--- src/rtl/fsw_pkg.sv ---
package fsw_pkg;
  typedef enum logic {
    CHAIN_SINGLE = 1'b0,
    CHAIN_DUAL   = 1'b1
  } chain_mode_e;
endpackage

--- src/rtl/fsw_mode_reg.sv ---
module fsw_mode_reg
  import fsw_pkg::*;
(
  input  logic        clk,
  input  logic        rst_n,
  input  logic        shift_en,
  input  logic        mode_req,
  output chain_mode_e mode_q
);
  // requests are only accepted between shift bursts
  always_ff @(posedge clk or negedge rst_n) begin
    if (!rst_n)         mode_q <= CHAIN_SINGLE;
    else if (!shift_en) mode_q <= chain_mode_e'(mode_req);
  end
endmodule

--- src/rtl/fsw_phase_ctr.sv ---
module fsw_phase_ctr #(
  parameter int L1 = 5,
  parameter int L2 = 3
) (
  input  logic clk,
  input  logic rst_n,
  input  logic run,
  output logic [$clog2(L1+L2)-1:0] pos,
  output logic second
);
  localparam int TOTAL = L1 + L2;
  localparam int CW    = $clog2(TOTAL);
  localparam logic [CW-1:0] LAST  = CW'(TOTAL - 1);
  localparam logic [CW-1:0] SPLIT = CW'(L1);

  always_ff @(posedge clk or negedge rst_n) begin
    if (!rst_n)           pos <= '0;
    else if (!run)        pos <= '0;
    else if (pos == LAST) pos <= '0;
    else                  pos <= pos + 1'b1;
  end

  assign second = (pos >= SPLIT);
endmodule

--- src/rtl/fsw_steer.sv ---
module fsw_steer
  import fsw_pkg::*;
(
  input  logic        test_mode,
  input  logic        shift_en,
  input  chain_mode_e mode_q,
  input  logic        second,
  input  logic [1:0]  tam_in,
  input  logic [1:0]  part_so,
  output logic [1:0]  tam_out,
  output logic [1:0]  part_si,
  output logic [1:0]  part_ce
);
  always_comb begin
    part_ce = 2'b11;
    part_si = 2'b00;
    tam_out = 2'b00;
    if (test_mode && shift_en) begin
      if (mode_q == CHAIN_DUAL) begin
        part_si = tam_in;
        tam_out = part_so;
      end else if (!second) begin
        part_ce    = 2'b01;
        part_si[0] = tam_in[0];
        tam_out[0] = part_so[0];
      end else begin
        part_ce    = 2'b10;
        part_si[1] = tam_in[0];
        tam_out[0] = part_so[1];
      end
    end
  end
endmodule

--- src/rtl/flex_scan_wrapper.sv ---
module flex_scan_wrapper
  import fsw_pkg::*;
#(
  parameter int L1 = 5,
  parameter int L2 = 3
) (
  input  logic       clk,
  input  logic       rst_n,
  input  logic       test_mode,
  input  logic       shift_en,
  input  logic       mode_req,
  input  logic [1:0] tam_in,
  output logic [1:0] tam_out,
  output logic [1:0] part_si,
  input  logic [1:0] part_so,
  output logic [1:0] part_ce
);
  localparam int CW = $clog2(L1 + L2);

  chain_mode_e   mode_q;
  logic [CW-1:0] pos;
  logic          second;
  logic          run;

  assign run = test_mode && shift_en && (mode_q == CHAIN_SINGLE);

  fsw_mode_reg u_mode (
    .clk(clk), .rst_n(rst_n), .shift_en(shift_en),
    .mode_req(mode_req), .mode_q(mode_q)
  );

  fsw_phase_ctr #(.L1(L1), .L2(L2)) u_ctr (
    .clk(clk), .rst_n(rst_n), .run(run), .pos(pos), .second(second)
  );

  fsw_steer u_steer (
    .test_mode(test_mode), .shift_en(shift_en), .mode_q(mode_q),
    .second(second), .tam_in(tam_in), .part_so(part_so),
    .tam_out(tam_out), .part_si(part_si), .part_ce(part_ce)
  );
endmodule

--- config.mk ---
export PLATFORM = sky130hd
export DESIGN_NAME = flex_scan_wrapper
export DESIGN_NICKNAME = d
export VERILOG_FILES = /design/src/rtl/fsw_pkg.sv /design/src/rtl/fsw_mode_reg.sv /design/src/rtl/fsw_phase_ctr.sv /design/src/rtl/fsw_steer.sv /design/src/rtl/flex_scan_wrapper.sv
export SDC_FILE = /design/constraint.sdc
export NUM_CORES = 1
export LEC_CHECK = 0
export BUFFER_PORTS_ARGS = -buffer_cell sky130_fd_sc_hd__buf_2
export CAP_MARGIN = 20
export CORE_AREA = 5 5 42 44
export DETAILED_ROUTE_END_ITERATION = 10
export DIE_AREA = 0 0 47 49
export SYNTH_ARGS = -nofsm -noshare
export SYNTH_HDL_FRONTEND = slang
export SYNTH_SLANG_ARGS = --single-unit
--- constraint.sdc ---
create_clock -name clk -period 1.93 [get_ports clk]
set_clock_uncertainty 0.15 [all_clocks]
set_input_delay 0.386 -clock clk [delete_from_list [all_inputs] [get_ports clk]]
set_output_delay 0.386 -clock clk [all_outputs]
set_load 0.01 [all_outputs]
==> results.yml <==
outcome:
  outcome: "finished with violations"
  failing_checks: "setup timing"
hold_path:
  timing.hold.worst_path_depth: 2
  hold_path.startpoint: "mode_req"
  min-delay-path-class: "input pin to flop"
  worst_hold_path.endpoint: "u_mode.mode_q"
pwr:
  power.net_switching_mw: 0.05747
  cellPowerDensity_nw_per_um2: 532.1
  irDropWorstVdd_mv: 0.2230
  p_leak_nw: 0.2120
  power_frac_seq_pct: 38.5
  internal_power_mw: 0.1802
  combPwrFrac_pct: 19.5
  power_switching_share_pct: 24.18
  clock_power_share_pct: 42.0
critical_path:
  kind_of_start_point_of_the_critical_path: "flop"
  worstSetupPathType: "flop to output pin"
  number_of_cells_on_the_worst_reg_to_reg_path: 4
  reg2reg_slack_ns: 0.51
  cp_data_required_time_ns: 1.39
  crit-reg2reg-capture: "u_ctr.pos[0]"
  timing.rr.start: "u_ctr.pos[0]"
  cp_data_arrival_time_ns: 1.53
  endpoint_kind: "output pin"
  critical_path.max_fanout: 5
run:
  cap_viol_max_count: 0
synth:
  ys.flop_type: "sky130_fd_sc_hd__dfrtp_1"
  synth_seq_area_share_pct: 38.28
  synth-seq-cells: 4
  synth_cells: 27
  post_synth_instance_area_sq_um: 261.5
  async_reset_ff_share_pct: 100.0
  syn_avg_cell_area_sq_um: 9.685
  synth.net_count: 39
  synthDistinctLibCells: 18
  synth_edf_count: 0
  synthesis.yosys.warnings: 0
route:
  route.detailed.drc: 0
  final_antenna_net_count: 0
  viasPerCell: 4.391
  drt-initial-drc-count: 0
  detailedRoute.firstPassIterationCount: 1
  via_count: 281
  average_detailed_routed_wire_length_per_instance_um: 10.03
  drt_wl_total_um: 642
timing:
  post-route-worst-setup-slack_ns: -0.1345
  finalSetupViolCount: 3
  achievable-frequency_mhz: 484.4
  worst_hold_slack_ns: 0.2486
  unrepaired_setup_endpoints_after_global_routing: "yes"
  finalHoldViolCount: 0
  worst_pin_slew_ns: 0.2643
  max_slew_margin_vs_limit_pct: 82.38
  setup-tns-final_ns: -0.3107
  final_period_minus_worst_setup_slack_ns: 2.064
  final_min_period_over_clock_period_pct: 107.0
  slew_viols_final: 0
clocking:
  ctsHtreeMaxLevel: 1
  cts_buffers: 3
  worst_setup_hold_path_clk_slew_ns: 0.03
  worstSkewPairLatency_ns: 0.23
  clock_tree.root_cell: "sky130_fd_sc_hd__clkbuf_4"
  clock_tree_from_tritoncts: "built"
  numClockSinks: 4
  maximum_buffer_depth_of_the_clock_tree: 2
finish:
  fin_nets: 62
  syn2layout_area_growth_pct: 70.81
  num_antenna_cells: 0
  layout-drive-gt1-share_pct: 56.25
  num-fill-cells: 164
floorplanning:
  die_w_um: 47
  floorplan.die.height_um: 49
  pin_count: 15
  core-area_sq_um: 1401
  core.rowCount: 14
  die-area_sq_um: 2303
  initial_utilization_pct: 18.66
place:
  portBuffers: 14
  place_congestion: 0.6213
  place_hpwl_um: 541.2
grt:
  maximum_number_of_pins_on_one_net_before_global_route_repair: 9
  grt_first_pass_wirelength_um: 986
  gr-usage-all-layers_pct: 6.144
  grt.overflow.total: 0
  initial_antenna_violation_count: 0
  grt_pass1_vias: 252
-- what timing repair did --
action,4_1_cts,5_1_grt
endpoints found under the hold margin,4,0
pin swaps,3,1
gates resized for setup,2,5
hold buffers,1,0
endpoints found under the setup margin,5,4
setup buffers,1,0
-- layer usage --
metal | vias up | share of wire, % | track usage, % | wire [um]
li1 | 142 | - | - | -
met1 | 133 | 37 | 7.095 | 237
met2 | 6 | 54 | 8.371 | 349
met3 | 0 | 8.4 | 1.107 | 54
met4 | 0 | 0 | 6.912 | 0
met5 | - | 0 | 0 | 0
-- worst max-delay path, stage by stage (launching register included) --
cell,delay (ns)
sky130_fd_sc_hd__dfrtp_1,0.41
sky130_fd_sc_hd__buf_6,0.14
sky130_fd_sc_hd__o31ai_4,0.30
sky130_fd_sc_hd__buf_4,0.17
sky130_fd_sc_hd__o2111a_1,0.15
sky130_fd_sc_hd__buf_2,0.12
-- layout by cell type (no fill, tap or decap) --
cell,Yosys,layout
sky130_fd_sc_hd__buf_2,0,14
sky130_fd_sc_hd__and2_1,1,1
sky130_fd_sc_hd__buf_6,0,1
sky130_fd_sc_hd__o31ai_4,0,1
sky130_fd_sc_hd__ha_1,3,2
sky130_fd_sc_hd__nor2_1,2,2
sky130_fd_sc_hd__buf_4,0,3
sky130_fd_sc_hd__ha_4,0,1
sky130_fd_sc_hd__o31ai_2,1,1
sky130_fd_sc_hd__clkbuf_4,0,3
sky130_fd_sc_hd__nand3_1,1,1
sky130_fd_sc_hd__o2111ai_2,0,1
sky130_fd_sc_hd__inv_2,0,1
sky130_fd_sc_hd__o2111a_1,1,1
sky130_fd_sc_hd__dfrtp_1,4,4
sky130_fd_sc_hd__mux2_2,1,1
sky130_fd_sc_hd__dlygate4sd3_1,0,1
sky130_fd_sc_hd__nor3_1,1,1
sky130_fd_sc_hd__nor4_1,1,1
sky130_fd_sc_hd__nand2_1,4,4
sky130_fd_sc_hd__a21oi_1,1,1
sky130_fd_sc_hd__or3_1,1,1
sky130_fd_sc_hd__or3b_1,1,1
-- power groups by stage --
stage                     Clock [mW]  Sequential, mW  Combinational, mW
after global placement             0          0.0916             0.0396
final                         0.0998          0.0914             0.0464
after floorplan                    0          0.0910             0.0181
after CTS                      0.107          0.0906             0.0439
after detailed placement           0          0.0917             0.0409
after global routing           0.109          0.0921             0.0525
-- state kept, by name, summed over array words and instances (netlist names) --
| signal | cells |
|---|---|
| u_ctr.pos | 3 |
| u_mode.mode_q | 1 |
-- Yosys cell counts (2+ instances only) --
library cell              count  area (sq um)
sky130_fd_sc_hd__ha_1         3         37.54
sky130_fd_sc_hd__nand2_1      4         15.01
sky130_fd_sc_hd__nor2_1       2         7.510
sky130_fd_sc_hd__dfrtp_1      4         100.1
-- cell type report --
class | instances | area, sq um | area share, %
multi-input combinational | 21 | 186.4 | 41.74
timing repair buffer | 19 | 113.9 | 25.49
sequential | 4 | 100.1 | 22.41
clock buffer | 3 | 22.52 | 5.042
tap | 16 | 20.02 | 4.482
inverter | 1 | 3.754 | 0.8403
-- how the worst max path moves through the flow --
stage	from	end	slack, ns	cells past startpoint
after floorplan	u_ctr.pos[1]	part_si[1]	0.11	5
after global placement	u_ctr.pos[1]	part_si[1]	-0.02	7
after detailed placement	u_ctr.pos[1]	part_si[1]	-0.03	7
after CTS	u_ctr.pos[1]	part_si[1]	-0.15	6
after global routing	u_ctr.pos[0]	part_si[0]	-0.20	5
final	u_ctr.pos[0]	part_si[0]	-0.13	5
-- through the flow --
step / utilization (%) / instances / setup slack, ns / area (sq um) / power [mW]
after floorplan: - / 27 / 0.1094 / 261.5 / 0.1091
after global placement: 26.96 / 60 / -0.01961 / 377.9 / 0.1311
after detailed placement: 26.96 / 60 / -0.02732 / 377.9 / 0.1326
after CTS: 30.09 / 64 / -0.1471 / 421.7 / 0.2415
after global routing: 31.87 / 64 / -0.2006 / 446.7 / 0.2536
final: 31.87 / 64 / -0.1345 / 446.7 / 0.2377
-- kinds of logic (layout without fill, tap and decap cells) --
| group | Yosys count | after routing | synth area share (%) |
|---|---|---|---|
| DFF | 4 | 4 | 38.28 |
| and+or+nand+nor | 12 | 12 | 22.97 |
| AOI/OAI and AO/OA | 5 | 5 | 17.22 |
| buffers and inverters | 2 | 23 | 2.868 |
| adders and majority gates | 3 | 3 | 14.36 |
| muxes | 1 | 1 | 4.306 |
Power figures use the tool's default switching activity.
